`config.mk`:
```
export PLATFORM = sky130hd
export DESIGN_NAME = enrol_id_sequencer
export DESIGN_NICKNAME = d
export VERILOG_FILES = /design/src/rtl/eid_pkg.sv /design/src/rtl/eid_mode_latch.sv /design/src/rtl/eid_join_tracker.sv /design/src/rtl/eid_status_gen.sv /design/src/rtl/enrol_id_sequencer.sv
export SDC_FILE = /design/constraint.sdc
export NUM_CORES = 1
export LEC_CHECK = 0
export CAP_MARGIN = 20
export CORE_MARGIN = 2
export CORE_UTILIZATION = 35
export CTS_CLUSTER_DIAMETER = 200
export DETAILED_ROUTE_END_ITERATION = 7
export DONT_BUFFER_PORTS = 1
export GPL_TIMING_DRIVEN = 0
export PLACE_DENSITY = 0.56
export RECOVER_POWER = 100
export REMOVE_ABC_BUFFERS = 1
export SETUP_SLACK_MARGIN = 0.1
export SLEW_MARGIN = 20
export SYNTH_ARGS = -nofsm -noshare
export SYNTH_HDL_FRONTEND = slang
export SYNTH_HIERARCHICAL = 1
export SYNTH_SLANG_ARGS = --single-unit
```
`constraint.sdc`:
```
create_clock -name clk -period 3.65 [get_ports clk]
set_clock_uncertainty 0.1 [all_clocks]
set_input_delay 0.5475 -clock clk [delete_from_list [all_inputs] [get_ports clk]]
set_output_delay 0.5475 -clock clk [all_outputs]
set_load 0.005 [all_outputs]
```
`src/rtl/eid_pkg.sv`:
```
package eid_pkg;

  typedef enum logic [2:0] {
    ST_IDLE  = 3'd0,
    ST_RESET = 3'd1,
    ST_BUSY0 = 3'd2,
    ST_BUSY1 = 3'd3,
    ST_BUSY2 = 3'd4
  } eid_state_e;

  typedef enum logic {
    MODE_ADD   = 1'b0,
    MODE_IDENT = 1'b1
  } eid_mode_e;

  localparam int DISP_W = 3;
  localparam int LED_W  = 4;

  localparam logic [DISP_W-1:0] DISP_BLANK    = 3'd0;
  localparam logic [DISP_W-1:0] DISP_READY    = 3'd1;
  localparam logic [DISP_W-1:0] DISP_EXTRACT  = 3'd2;
  localparam logic [DISP_W-1:0] DISP_ADDING   = 3'd3;
  localparam logic [DISP_W-1:0] DISP_ADD_DONE = 3'd4;
  localparam logic [DISP_W-1:0] DISP_IDENT    = 3'd5;
  localparam logic [DISP_W-1:0] DISP_ID_DONE  = 3'd6;

  // LED pattern for a given display code: {ident, add, extract, ready}
  function automatic logic [LED_W-1:0] led_for(logic [DISP_W-1:0] code);
    logic [LED_W-1:0] l;
    case (code)
      DISP_READY, DISP_ADD_DONE, DISP_ID_DONE: l = 4'b0001;
      DISP_EXTRACT:                            l = 4'b0010;
      DISP_ADDING:                             l = 4'b0100;
      DISP_IDENT:                              l = 4'b1000;
      default:                                 l = '0;
    endcase
    return l;
  endfunction

  // Display code for a phase, with the finished-hold flag and its kind
  function automatic logic [DISP_W-1:0] disp_for(eid_state_e st, logic hold,
                                                 eid_mode_e kind);
    logic [DISP_W-1:0] c;
    case (st)
      ST_IDLE:  c = hold ? ((kind == MODE_ADD) ? DISP_ADD_DONE : DISP_ID_DONE)
                         : DISP_READY;
      ST_BUSY0: c = DISP_EXTRACT;
      ST_BUSY1: c = DISP_ADDING;
      ST_BUSY2: c = DISP_IDENT;
      default:  c = DISP_BLANK;
    endcase
    return c;
  endfunction

endpackage

```
`src/rtl/eid_mode_latch.sv`:
```
module eid_mode_latch
  import eid_pkg::*;
(
  input  logic      clk,
  input  logic      rst_n,
  input  logic      capture,
  input  logic      add_req,
  input  logic      id_req,
  output logic      go,
  output eid_mode_e mode_q
);

  assign go = capture && (add_req || id_req);

  always_ff @(posedge clk or negedge rst_n) begin
    if (!rst_n)   mode_q <= MODE_ADD;
    else if (go)  mode_q <= add_req ? MODE_ADD : MODE_IDENT;
  end

  p_add_wins_r2: assert property (@(posedge clk) disable iff (!rst_n)
    (go && add_req) |=> (mode_q == MODE_ADD));

  p_mode_kept_r3: assert property (@(posedge clk) disable iff (!rst_n)
    (!capture) |=> $stable(mode_q));

endmodule

```
`src/rtl/eid_join_tracker.sv`:
```
module eid_join_tracker (
  input  logic clk,
  input  logic rst_n,
  input  logic arm,        // in identify phase and staying there
  input  logic done_pulse,
  output logic join_ok,
  output logic seen_q
);

  always_ff @(posedge clk or negedge rst_n) begin
    if (!rst_n)     seen_q <= 1'b0;
    else if (arm)   seen_q <= seen_q | done_pulse;
    else            seen_q <= 1'b0;
  end

  assign join_ok = seen_q | done_pulse;

  p_sticky_set_r7: assert property (@(posedge clk) disable iff (!rst_n)
    (arm && done_pulse) |=> seen_q);

endmodule

```
`src/rtl/eid_status_gen.sv`:
```
module eid_status_gen
  import eid_pkg::*;
#(
  parameter int DONE_HOLD = 8
) (
  input  logic               clk,
  input  logic               rst_n,
  input  eid_state_e         state,
  input  logic               fin_add,
  input  logic               fin_id,
  output logic [DISP_W-1:0]  disp_o,
  output logic [LED_W-1:0]   led_o
);

  localparam int HOLD_W = $clog2(DONE_HOLD + 1);

  logic [HOLD_W-1:0] hold_cnt_q;
  eid_mode_e         kind_q;
  logic              hold_live;

  always_ff @(posedge clk or negedge rst_n) begin
    if (!rst_n) begin
      hold_cnt_q <= '0;
      kind_q     <= MODE_ADD;
    end else if (fin_add || fin_id) begin
      hold_cnt_q <= HOLD_W'(DONE_HOLD);
      kind_q     <= fin_id ? MODE_IDENT : MODE_ADD;
    end else if (state == ST_IDLE && hold_cnt_q != '0) begin
      hold_cnt_q <= hold_cnt_q - 1'b1;
    end else if (state != ST_IDLE) begin
      hold_cnt_q <= '0;
    end
  end

  assign hold_live = (hold_cnt_q != '0);
  assign disp_o    = disp_for(state, hold_live, kind_q);
  assign led_o     = led_for(disp_o);

  p_hold_ends_r5: assert property (@(posedge clk) disable iff (!rst_n)
    (state == ST_IDLE && hold_cnt_q == 1 && !fin_add && !fin_id)
      |=> (disp_o != DISP_ADD_DONE && disp_o != DISP_ID_DONE));

endmodule

```
`src/rtl/enrol_id_sequencer.sv`:
```
module enrol_id_sequencer
  import eid_pkg::*;
#(
  parameter int DONE_HOLD = 8
) (
  input  logic              clk,
  input  logic              rst_n,
  input  logic              add_req_i,
  input  logic              id_req_i,
  input  logic              reset_req_i,
  output logic              extract_o,
  input  logic              extracted_i,
  output logic              store_start_o,
  input  logic              store_busy_i,
  output logic              fetch_start_o,
  input  logic              fetch_busy_i,
  output logic              check_start_o,
  input  logic              check_done_i,
  output logic              sub_reset_o,
  output logic [LED_W-1:0]  led_o,
  output logic [DISP_W-1:0] disp_code_o
);

  eid_state_e state_q, state_n;
  eid_mode_e  mode_q;
  logic       entry_q;
  logic       go;
  logic       join_ok;
  logic       seen_q;
  logic       fin_add, fin_id;

  eid_mode_latch u_mode (
    .clk     (clk),
    .rst_n   (rst_n),
    .capture (state_q == ST_IDLE && !reset_req_i),
    .add_req (add_req_i),
    .id_req  (id_req_i),
    .go      (go),
    .mode_q  (mode_q)
  );

  eid_join_tracker u_join (
    .clk        (clk),
    .rst_n      (rst_n),
    .arm        (state_q == ST_BUSY2 && state_n == ST_BUSY2),
    .done_pulse (check_done_i),
    .join_ok    (join_ok),
    .seen_q     (seen_q)
  );

  always_comb begin
    state_n = state_q;
    if (reset_req_i) begin
      state_n = ST_RESET;
    end else begin
      case (state_q)
        ST_IDLE:  if (go) state_n = ST_BUSY0;
        ST_RESET: state_n = ST_IDLE;
        ST_BUSY0: if (extracted_i)
                    state_n = (mode_q == MODE_ADD) ? ST_BUSY1 : ST_BUSY2;
        ST_BUSY1: if (!entry_q && !store_busy_i) state_n = ST_IDLE;
        ST_BUSY2: if (!entry_q && !fetch_busy_i && join_ok) state_n = ST_IDLE;
        default:  state_n = ST_IDLE;
      endcase
    end
  end

  always_ff @(posedge clk or negedge rst_n) begin
    if (!rst_n) begin
      state_q <= ST_IDLE;
      entry_q <= 1'b0;
    end else begin
      state_q <= state_n;
      entry_q <= (state_n != state_q);
    end
  end

  assign fin_add = (state_q == ST_BUSY1) && (state_n == ST_IDLE);
  assign fin_id  = (state_q == ST_BUSY2) && (state_n == ST_IDLE);

  assign extract_o     = entry_q && (state_q == ST_BUSY0);
  assign store_start_o = entry_q && (state_q == ST_BUSY1);
  assign fetch_start_o = entry_q && (state_q == ST_BUSY2);
  assign check_start_o = entry_q && (state_q == ST_BUSY2);
  assign sub_reset_o   = (state_q == ST_RESET);

  eid_status_gen #(.DONE_HOLD(DONE_HOLD)) u_status (
    .clk     (clk),
    .rst_n   (rst_n),
    .state   (state_q),
    .fin_add (fin_add),
    .fin_id  (fin_id),
    .disp_o  (disp_code_o),
    .led_o   (led_o)
  );

  p_extract_pulse_r2: assert property (@(posedge clk) disable iff (!rst_n)
    extract_o |=> !extract_o);

  p_idle_start_r2: assert property (@(posedge clk) disable iff (!rst_n)
    (state_q == ST_IDLE && (add_req_i || id_req_i) && !reset_req_i) |=> extract_o);

  p_store_pulse_r4: assert property (@(posedge clk) disable iff (!rst_n)
    store_start_o |=> !store_start_o);

  p_add_finish_r5: assert property (@(posedge clk) disable iff (!rst_n)
    (state_q == ST_BUSY1 && !store_start_o && !store_busy_i && !reset_req_i)
      |=> (disp_code_o == DISP_ADD_DONE));

  p_fetch_pulse_r6: assert property (@(posedge clk) disable iff (!rst_n)
    fetch_start_o |=> (!fetch_start_o && !check_start_o));

  p_join_wait_r7: assert property (@(posedge clk) disable iff (!rst_n)
    (state_q == ST_BUSY2 && fetch_busy_i && !reset_req_i) |=> (state_q == ST_BUSY2));

  p_reset_clear_r8: assert property (@(posedge clk) disable iff (!rst_n)
    reset_req_i |=> (sub_reset_o && led_o == '0 && disp_code_o == DISP_BLANK && !seen_q));

endmodule

```
==> results.md, run 1 <==
* Synthesized area per cell at 8.80 sq um
* CTS Buffer Depth at 2
* H-tree levels at 1
* Final number of max-transition violations at 0
* Period utilisation layout at 0.682
* Worst min path class: in -> reg
* DP HPWL at 1190 um
* Worst-Margin Slew at around 640 ps
* Crit. End Element: output port
* Crit path DAT at 1840 ps
* Crit-path slowest cell: or3b_1
* Sequential area share after synthesis at 0.348
* CTS root buf: clkbuf_4
* Initial antenna violation count at 0
* Layout area overhead at -0.474%
* CP max stage delay at roughly 480 ps
* Vias in the first global route at around 620
* Tot GR Track Use at 0.132
* Layout cells sized above 1 at 0.0787
* CTS buffer count at 3
* First-pass detailed-route iteration total at 4
* Row cnt at 17
* Setup CP Type: reg -> out
* Setup Viol. Count Final at 0
* Cells after Synth at 90
* WHS at approximately 240 ps
* Initial cell density of the core at 0.365
* R2R setup slack at ~1700 ps
* Worst path required time at 3000 ps
* Peak supply drop at 197 uV
* Flops & latches, synth at 11
* Die width at 51.6 um
* Nets at 100
* Grt ovf at 0
* Die height at 51.6 um
* WL/cell at ~14 um
* Residual DRC at 0
* TNS Setup at 0 ps
* Gpl congestion at between 0.7 and 0.8
* IO Pins at 21
* Core Util, Final at 0.363
* Post-CTS Hold Fix Bufs at 1
* Core footprint at 2170 sq um
* Final min period at ~2500 ps
* N_diodes at 0
* PortBufs at 0
* Max FO, Critical Path at 7
* WL final at ~1600 um
* Distinct cells, synth at 37
* Relative slew slack at 0.571
* First-pass GRT wire length at 2590 um
* Post-CTS sizing at 0
* Avg Vias per Cell at around 5.6
* Die area at 2660 sq um
* Max Cap Viol at 0
* Post-CTS Setup Bufs at 0
* DRT iter0 DRCs at 16
* Ys Warns at 6
* Pin count of the biggest net entering global routing at 23
* RSZ-0062 raised after global routing: no
* Post-DRT Antenna Nets at 0
* Crit path launch type: flip-flop
* Power Density at 492 nW/um^2
* CTS clk-pin slew, worst paths at 70 ps
* Final Hold Viols at 0
* Critical-path cell list: inv_1 > ha_1 > or3b_1 > a211o_1 > o21ai_0
* Worst-skew pair later-pin latency at 270 ps
* Status: completed
* P_leak at 0.337 nW
* CTS Sinks at 11
* Fmax at 402 MHz
* Post-synthesis cell area at 792 sq um
* Vias at 661
* CTS tree: yes
-- synthesized netlist by cell type --
| cell | n | area share |
|---|---|---|
| nand2_1 | 4 | 0.019 |
| or3b_1 | 1 | 0.011 |
| nor3b_1 | 2 | 0.019 |
| o22ai_1 | 1 | 0.0079 |
| buf_6 | 3 | 0.043 |
| buf_2 | 2 | 0.013 |
| o21a_1 | 2 | 0.019 |
| nor4_2 | 1 | 0.016 |
| or2_1 | 1 | 0.0079 |
| a21o_1 | 2 | 0.019 |
| a211oi_2 | 1 | 0.016 |
| nand2b_4 | 2 | 0.035 |
| or2b_1 | 1 | 0.0095 |
| nand3_1 | 2 | 0.013 |
| and4_1 | 1 | 0.011 |
| a211o_1 | 2 | 0.022 |
| and3_1 | 2 | 0.016 |
| nand3b_1 | 1 | 0.0095 |
| ha_1 | 1 | 0.016 |
| nor4b_1 | 1 | 0.011 |
| a211oi_1 | 3 | 0.028 |
| dfrtp_1 | 11 | 0.35 |
| nor2b_4 | 1 | 0.017 |
| or3b_4 | 1 | 0.014 |
| buf_4 | 1 | 0.0095 |
| xnor2_1 | 2 | 0.022 |
| o21ai_0 | 3 | 0.019 |
| o21ai_2 | 1 | 0.011 |
| nor4_1 | 1 | 0.0079 |
| nand2b_1 | 2 | 0.016 |
| nor2_1 | 11 | 0.052 |
| nor3_1 | 5 | 0.032 |
| inv_1 | 6 | 0.028 |
| a31oi_1 | 1 | 0.0079 |
| o21ai_1 | 1 | 0.0063 |
| a21oi_1 | 6 | 0.038 |
| nor2b_2 | 1 | 0.011 |
-- report_power, final --
part / switching [mW] / total, mW / internal [mW]
clock network: 0.0399 / 0.0823 / 0.0423
logic: 0.0739 / 0.137 / 0.0632
registers: 0.0246 / 0.168 / 0.144
total: 0.138 / 0.388 / 0.249
-- critical path: cells and delay by family (launching register included) --
| kind | cells | cell delay (ps) |
|---|---|---|
| flip-flops | 1 | 400 |
| AO/OA/AOI/OAI | 2 | 430 |
| AND/OR/NAND/NOR | 1 | 480 |
| adder cells (fa/ha/maj) | 1 | 180 |
| buffers and inverters | 1 | 70 |
-- routing by layer --
layer | part of all wire | vias to the layer above | global-route usage
met4 | 0.027 | 0 | 0.0789
met1 | 0.43 | 320 | 0.157
met2 | 0.48 | 19 | 0.216
met5 | 0 | - | 0
met3 | 0.056 | 5 | 0.0316
li1 | - | 317 | -
-- flip-flops by register name (all words and copies together), names as in the netlist --
| name | flops |
|---|---|
| u_status/hold_cnt_q | 4 |
| state_q | 3 |
| entry_q | 1 |
| u_join/seen_q | 1 |
| u_mode/mode_q | 1 |
| u_status/kind_q | 1 |
-- cell families (layout without fill, tap and decap cells) --
group           count (synthesis)  count (layout)  share of synthesized area
buf+inv                        12              11                     0.0932
flops                          11              11                      0.348
compound gates                 23              23                      0.194
xor+xnor                        2               2                     0.0221
simple gates                   41              41                      0.327
fa+ha+maj                       1               1                     0.0158
-- final cells by class --
cell class	count	area, sq um
clock buffers	4	26.3
multi-input cells	67	419
flip-flops and latches	11	275
fillers	238	1380
well taps	28	35.0
inverters	6	22.5
repair buffers	1	10.0
-- path summary, 6_finish.rpt --
kind / startpoint / endpoint / cells past startpoint
setup / recovery: u_status/hold_cnt_q[0]$_DFFE_PN0P_ / disp_code_o[0] / 5
hold / removal: reset_req_i / state_q[2]$_DFF_PN0_ / 1
setup reg to reg: state_q[0]$_DFF_PN0_ / entry_q$_DFF_PN0_ / 5
hold reg to reg: u_join/seen_q$_DFF_PN0_ / u_join/seen_q$_DFF_PN0_ / 1
max in group asynchronous: rst_n / state_q[1]$_DFF_PN0_ / 1
min in group asynchronous: rst_n / u_status/hold_cnt_q[3]$_DFFE_PN0P_ / 1
-- layout by cell type, fill, tap and decap left out, drive strengths merged, types with 4 or more instances in the layout --
cell / instances
a21oi: 6
o21ai: 5
nand2: 4
nor2: 11
a211oi: 4
clkbuf: 4
nand2b: 4
inv: 6
nor3: 5
dfrtp: 11
-- stage by stage --
| step | instances | total power [mW] | setup slack [ps] | area (sq um) |
|---|---|---|---|---|
| 2_1_floorplan | 84 | 0.280 | 1590 | 741 |
| 3_3_place_gp | 112 | 0.302 | 1500 | 776 |
| 3_5_place_dp | 112 | 0.309 | 1480 | 776 |
| 4_1_cts | 117 | 0.397 | 1170 | 812 |
| 5_1_grt | 117 | 0.416 | 1080 | 788 |
| 6_report | 117 | 0.388 | 1160 | 788 |
(Power assumes the default switching activity.)
==> inputs of run 2 (changes only) <==
--- a/config.mk
+++ b/config.mk
@@ -12,7 +12,7 @@
 export DETAILED_ROUTE_END_ITERATION = 7
 export DONT_BUFFER_PORTS = 1
 export GPL_TIMING_DRIVEN = 0
-export PLACE_DENSITY = 0.56
+export PLACE_DENSITY = 0.58
 export RECOVER_POWER = 100
 export REMOVE_ABC_BUFFERS = 1
 export SETUP_SLACK_MARGIN = 0.1
==> constraint.sdc (replaced) <==
create_clock -name clk -period 2.1 [get_ports clk]
set_clock_uncertainty 0.1 [all_clocks]
set_input_delay 0.315 -clock clk [delete_from_list [all_inputs] [get_ports clk]]
set_output_delay 0.315 -clock clk [all_outputs]
set_load 0.005 [all_outputs]
==> results.md, run 2 (synthesis gave the netlist of run 1 again) <==
* Status: completed (unchanged)
* R2R Path Start: state_q[2]$_DFF_PN0_ (was state_q[0]$_DFF_PN0_)
* WL/cell at 14.8 um (was 13.9 um)
* CTS tree: yes (unchanged)
* Vias at 646 (was 661)
* Die area at 2660 sq um (unchanged)
* Top flop regs: u_status/hold_cnt_q (4), state_q (3) (unchanged)
* Final Hold Viols at 0 (unchanged)
* Final min period at 2070 ps
* Relative slew slack at 0.579 (was 0.571)
* DRT iter0 DRCs at 8 (was 16)
* H-tree levels at 1 (unchanged)
* Fmax at 483 MHz
* Vias in the first global route at 635 (was 616)
* DP HPWL at 1200 um (was 1190 um)
* Gpl congestion at 0.745 (was 0.722)
* Worst min path class: in -> reg (unchanged)
* IO Pins at 21 (unchanged)
* Most frequent cells in the layout: 11 x nor2_1, 10 x dfrtp_1, 6 x a21oi_1, 6 x inv_1, 5 x nor3_1 (was 11 x nor2_1, 11 x dfrtp_1, 6 x a21oi_1, 6 x inv_1, 5 x nor3_1)
* Core footprint at 2170 sq um (unchanged)
* Worst path required time at 1680 ps (was 3000 ps)
* Avg Vias per Cell at 5.30 (was 5.65)
* Hold path start: add_req_i (was reset_req_i)
* P_leak at 0.365 nW (was 0.337 nW)
* Max FO, Critical Path at 4 (was 7)
* CTS buffer count at 3 (unchanged)
* Placed Instances at 112 (unchanged)
* PortBufs at 0 (unchanged)
* Crit-path slowest cell: or3b_4 (was or3b_1)
* RSZ-0062 raised after global routing: yes (was no)
* Worst-Margin Slew at 631 ps (was 644 ps)
* Period utilisation layout at 0.986
* Nets at 105 (was 100)
* Power Density at 904 nW/um^2 (was 492 nW/um^2)
* RR Endpoint: entry_q$_DFF_PN0_ (unchanged)
* Most common cell after layout, fill and taps aside: nor2_1
* Row cnt at 17 (unchanged)
* Reg2Reg Depth at 5 (unchanged)
* First-pass detailed-route iteration total at 4 (unchanged)
* Die height at 51.6 um (unchanged)
* Grt ovf at 0 (unchanged)
* Final number of max-transition violations at 0 (unchanged)
* Die width at 51.6 um (unchanged)
* Setup Viol. Count Final at 0 (unchanged)
* Delay-heaviest family, CP: simple AND/OR/NAND/NOR gates (unchanged)
* Layout area overhead at 9.16% (was -0.474%)
* Initial antenna violation count at 0 (unchanged)
* Setup CP Type: reg -> out (unchanged)
* Tot GR Track Use at 0.149 (was 0.132)
* Crit. End Element: output port (unchanged)
* Hold path endpoint: u_mode/mode_q$_DFFE_PN0P_ (was state_q[2]$_DFF_PN0_)
* First-pass GRT wire length at 2890 um (was 2590 um)
* Max Cap Viol at 0 (unchanged)
* R2R setup slack at 270 ps (was 1690 ps)
* CTS Sinks at 11 (unchanged)
* Post-DRT Antenna Nets at 0 (unchanged)
* CP bufs+invs at 1 (unchanged)
* Crit path DAT at 1660 ps (was 1840 ps)
* Critical-path cell list: inv_1 > ha_2 > or3b_4 > a211o_1 > o21ai_2 (was inv_1 > ha_1 > or3b_1 > a211o_1 > o21ai_0)
* Pin count of the biggest net entering global routing at 23 (unchanged)
* CP Launch Point: u_status/hold_cnt_q[1]$_DFFE_PN0P_ (was u_status/hold_cnt_q[0]$_DFFE_PN0P_)
* CTS clk-pin slew, worst paths at 70 ps (about the same)
* Fill count at 236 (was 238)
* CTS Buffer Depth at 2 (unchanged)
* TNS Setup at 0 ps (unchanged)
* CTS root buf: clkbuf_4 (unchanged)
* CP max stage delay at 410 ps (was 480 ps)
* Residual DRC at 0 (unchanged)
* Crit path launch type: flip-flop (unchanged)
* N_diodes at 0 (unchanged)
* Worst hold path depth at 1 (unchanged)
* Initial cell density of the core at 0.365 (unchanged)
* Biggest register: u_status/hold_cnt_q (unchanged)
* Max reg flops at 4 (unchanged)
* WL final at 1810 um (was 1630 um)
* Layout cells sized above 1 at 0.202 (was 0.0787)
* Final Non-Filler Cells at 122 (was 117)
* Worst-skew pair later-pin latency at 270 ps (about the same)
* Peak supply drop at 359 uV (was 197 uV)
## run 2: area by class of cell
type / count / area, sq um / share of cell area
Sequential cell: 11 / 277 / 0.320
Inverter: 6 / 22.5 / 0.0260
Timing Repair Buffer: 6 / 50.0 / 0.0579
Multi-Input combinational cell: 67 / 454 / 0.525
Tap cell: 28 / 35.0 / 0.0405
Clock buffer: 4 / 26.3 / 0.0304
## run 2: worst reg2reg max path, stage by stage, from the launching register on
cell and delay [ps]:
dfrtp_1 610, nor4_2 400, o21a_1 190, nor4b_1 230
o22ai_1 140, nand3_1 100
## run 2: report_power, final
group / internal, mW / leakage, nW / switching (mW) / total (mW)
Sequential: 0.250 / 0.142 / 0.0415 / 0.291
Clock: 0.0735 / 0.0150 / 0.0772 / 0.151
Combinational: 0.181 / 0.208 / 0.159 / 0.339
Total: 0.504 / 0.365 / 0.277 / 0.781
## run 2: timing repair
| action | CTS | global route |
|---|---|---|
| pin swaps | 2 | 0 |
| endpoints found under the setup margin | 3 | 3 |
| hold buffers | 2 | 0 |
| setup buffers | 4 | 0 |
| gates resized for setup | 2 | 2 |
| endpoints found under the hold margin | 13 | 0 |
## run 2: worst max path at each step
stage,end,slack [ps],cells past startpoint
floorplan,disp_code_o[0],270,5
global placement,entry_q$_DFF_PN0_,180,5
detailed placement,disp_code_o[0],150,5
CTS,disp_code_o[0],40,5
global route,disp_code_o[0],-2,5
finish,disp_code_o[0],30,5
## run 2: routing by layer
metal  global-route usage  part of all wire  routed length, um  vias up
met5                    0                 0                  0        -
met4               0.0921            0.0083                 15        0
met3               0.0259             0.050                 90        2
met2                0.239              0.50                897       14
met1                0.186              0.44                804      309
li1                     -                 -                  -      321
## run 2: through the flow
stage / hold WS (ps) / setup WS (ps) / utilization / power [mW] / area, sq um
final: 34.4 / 28.4 / 0.399 / 0.781 / 865
after global routing: 20.5 / -1.75 / 0.399 / 0.840 / 865
after CTS: 21.3 / 37.6 / 0.395 / 0.776 / 857
after detailed placement: -80.3 / 154 / 0.358 / 0.535 / 776
after global placement: -80.2 / 176 / 0.358 / 0.525 / 776
after floorplan: -80.6 / 274 / - / 0.486 / 741
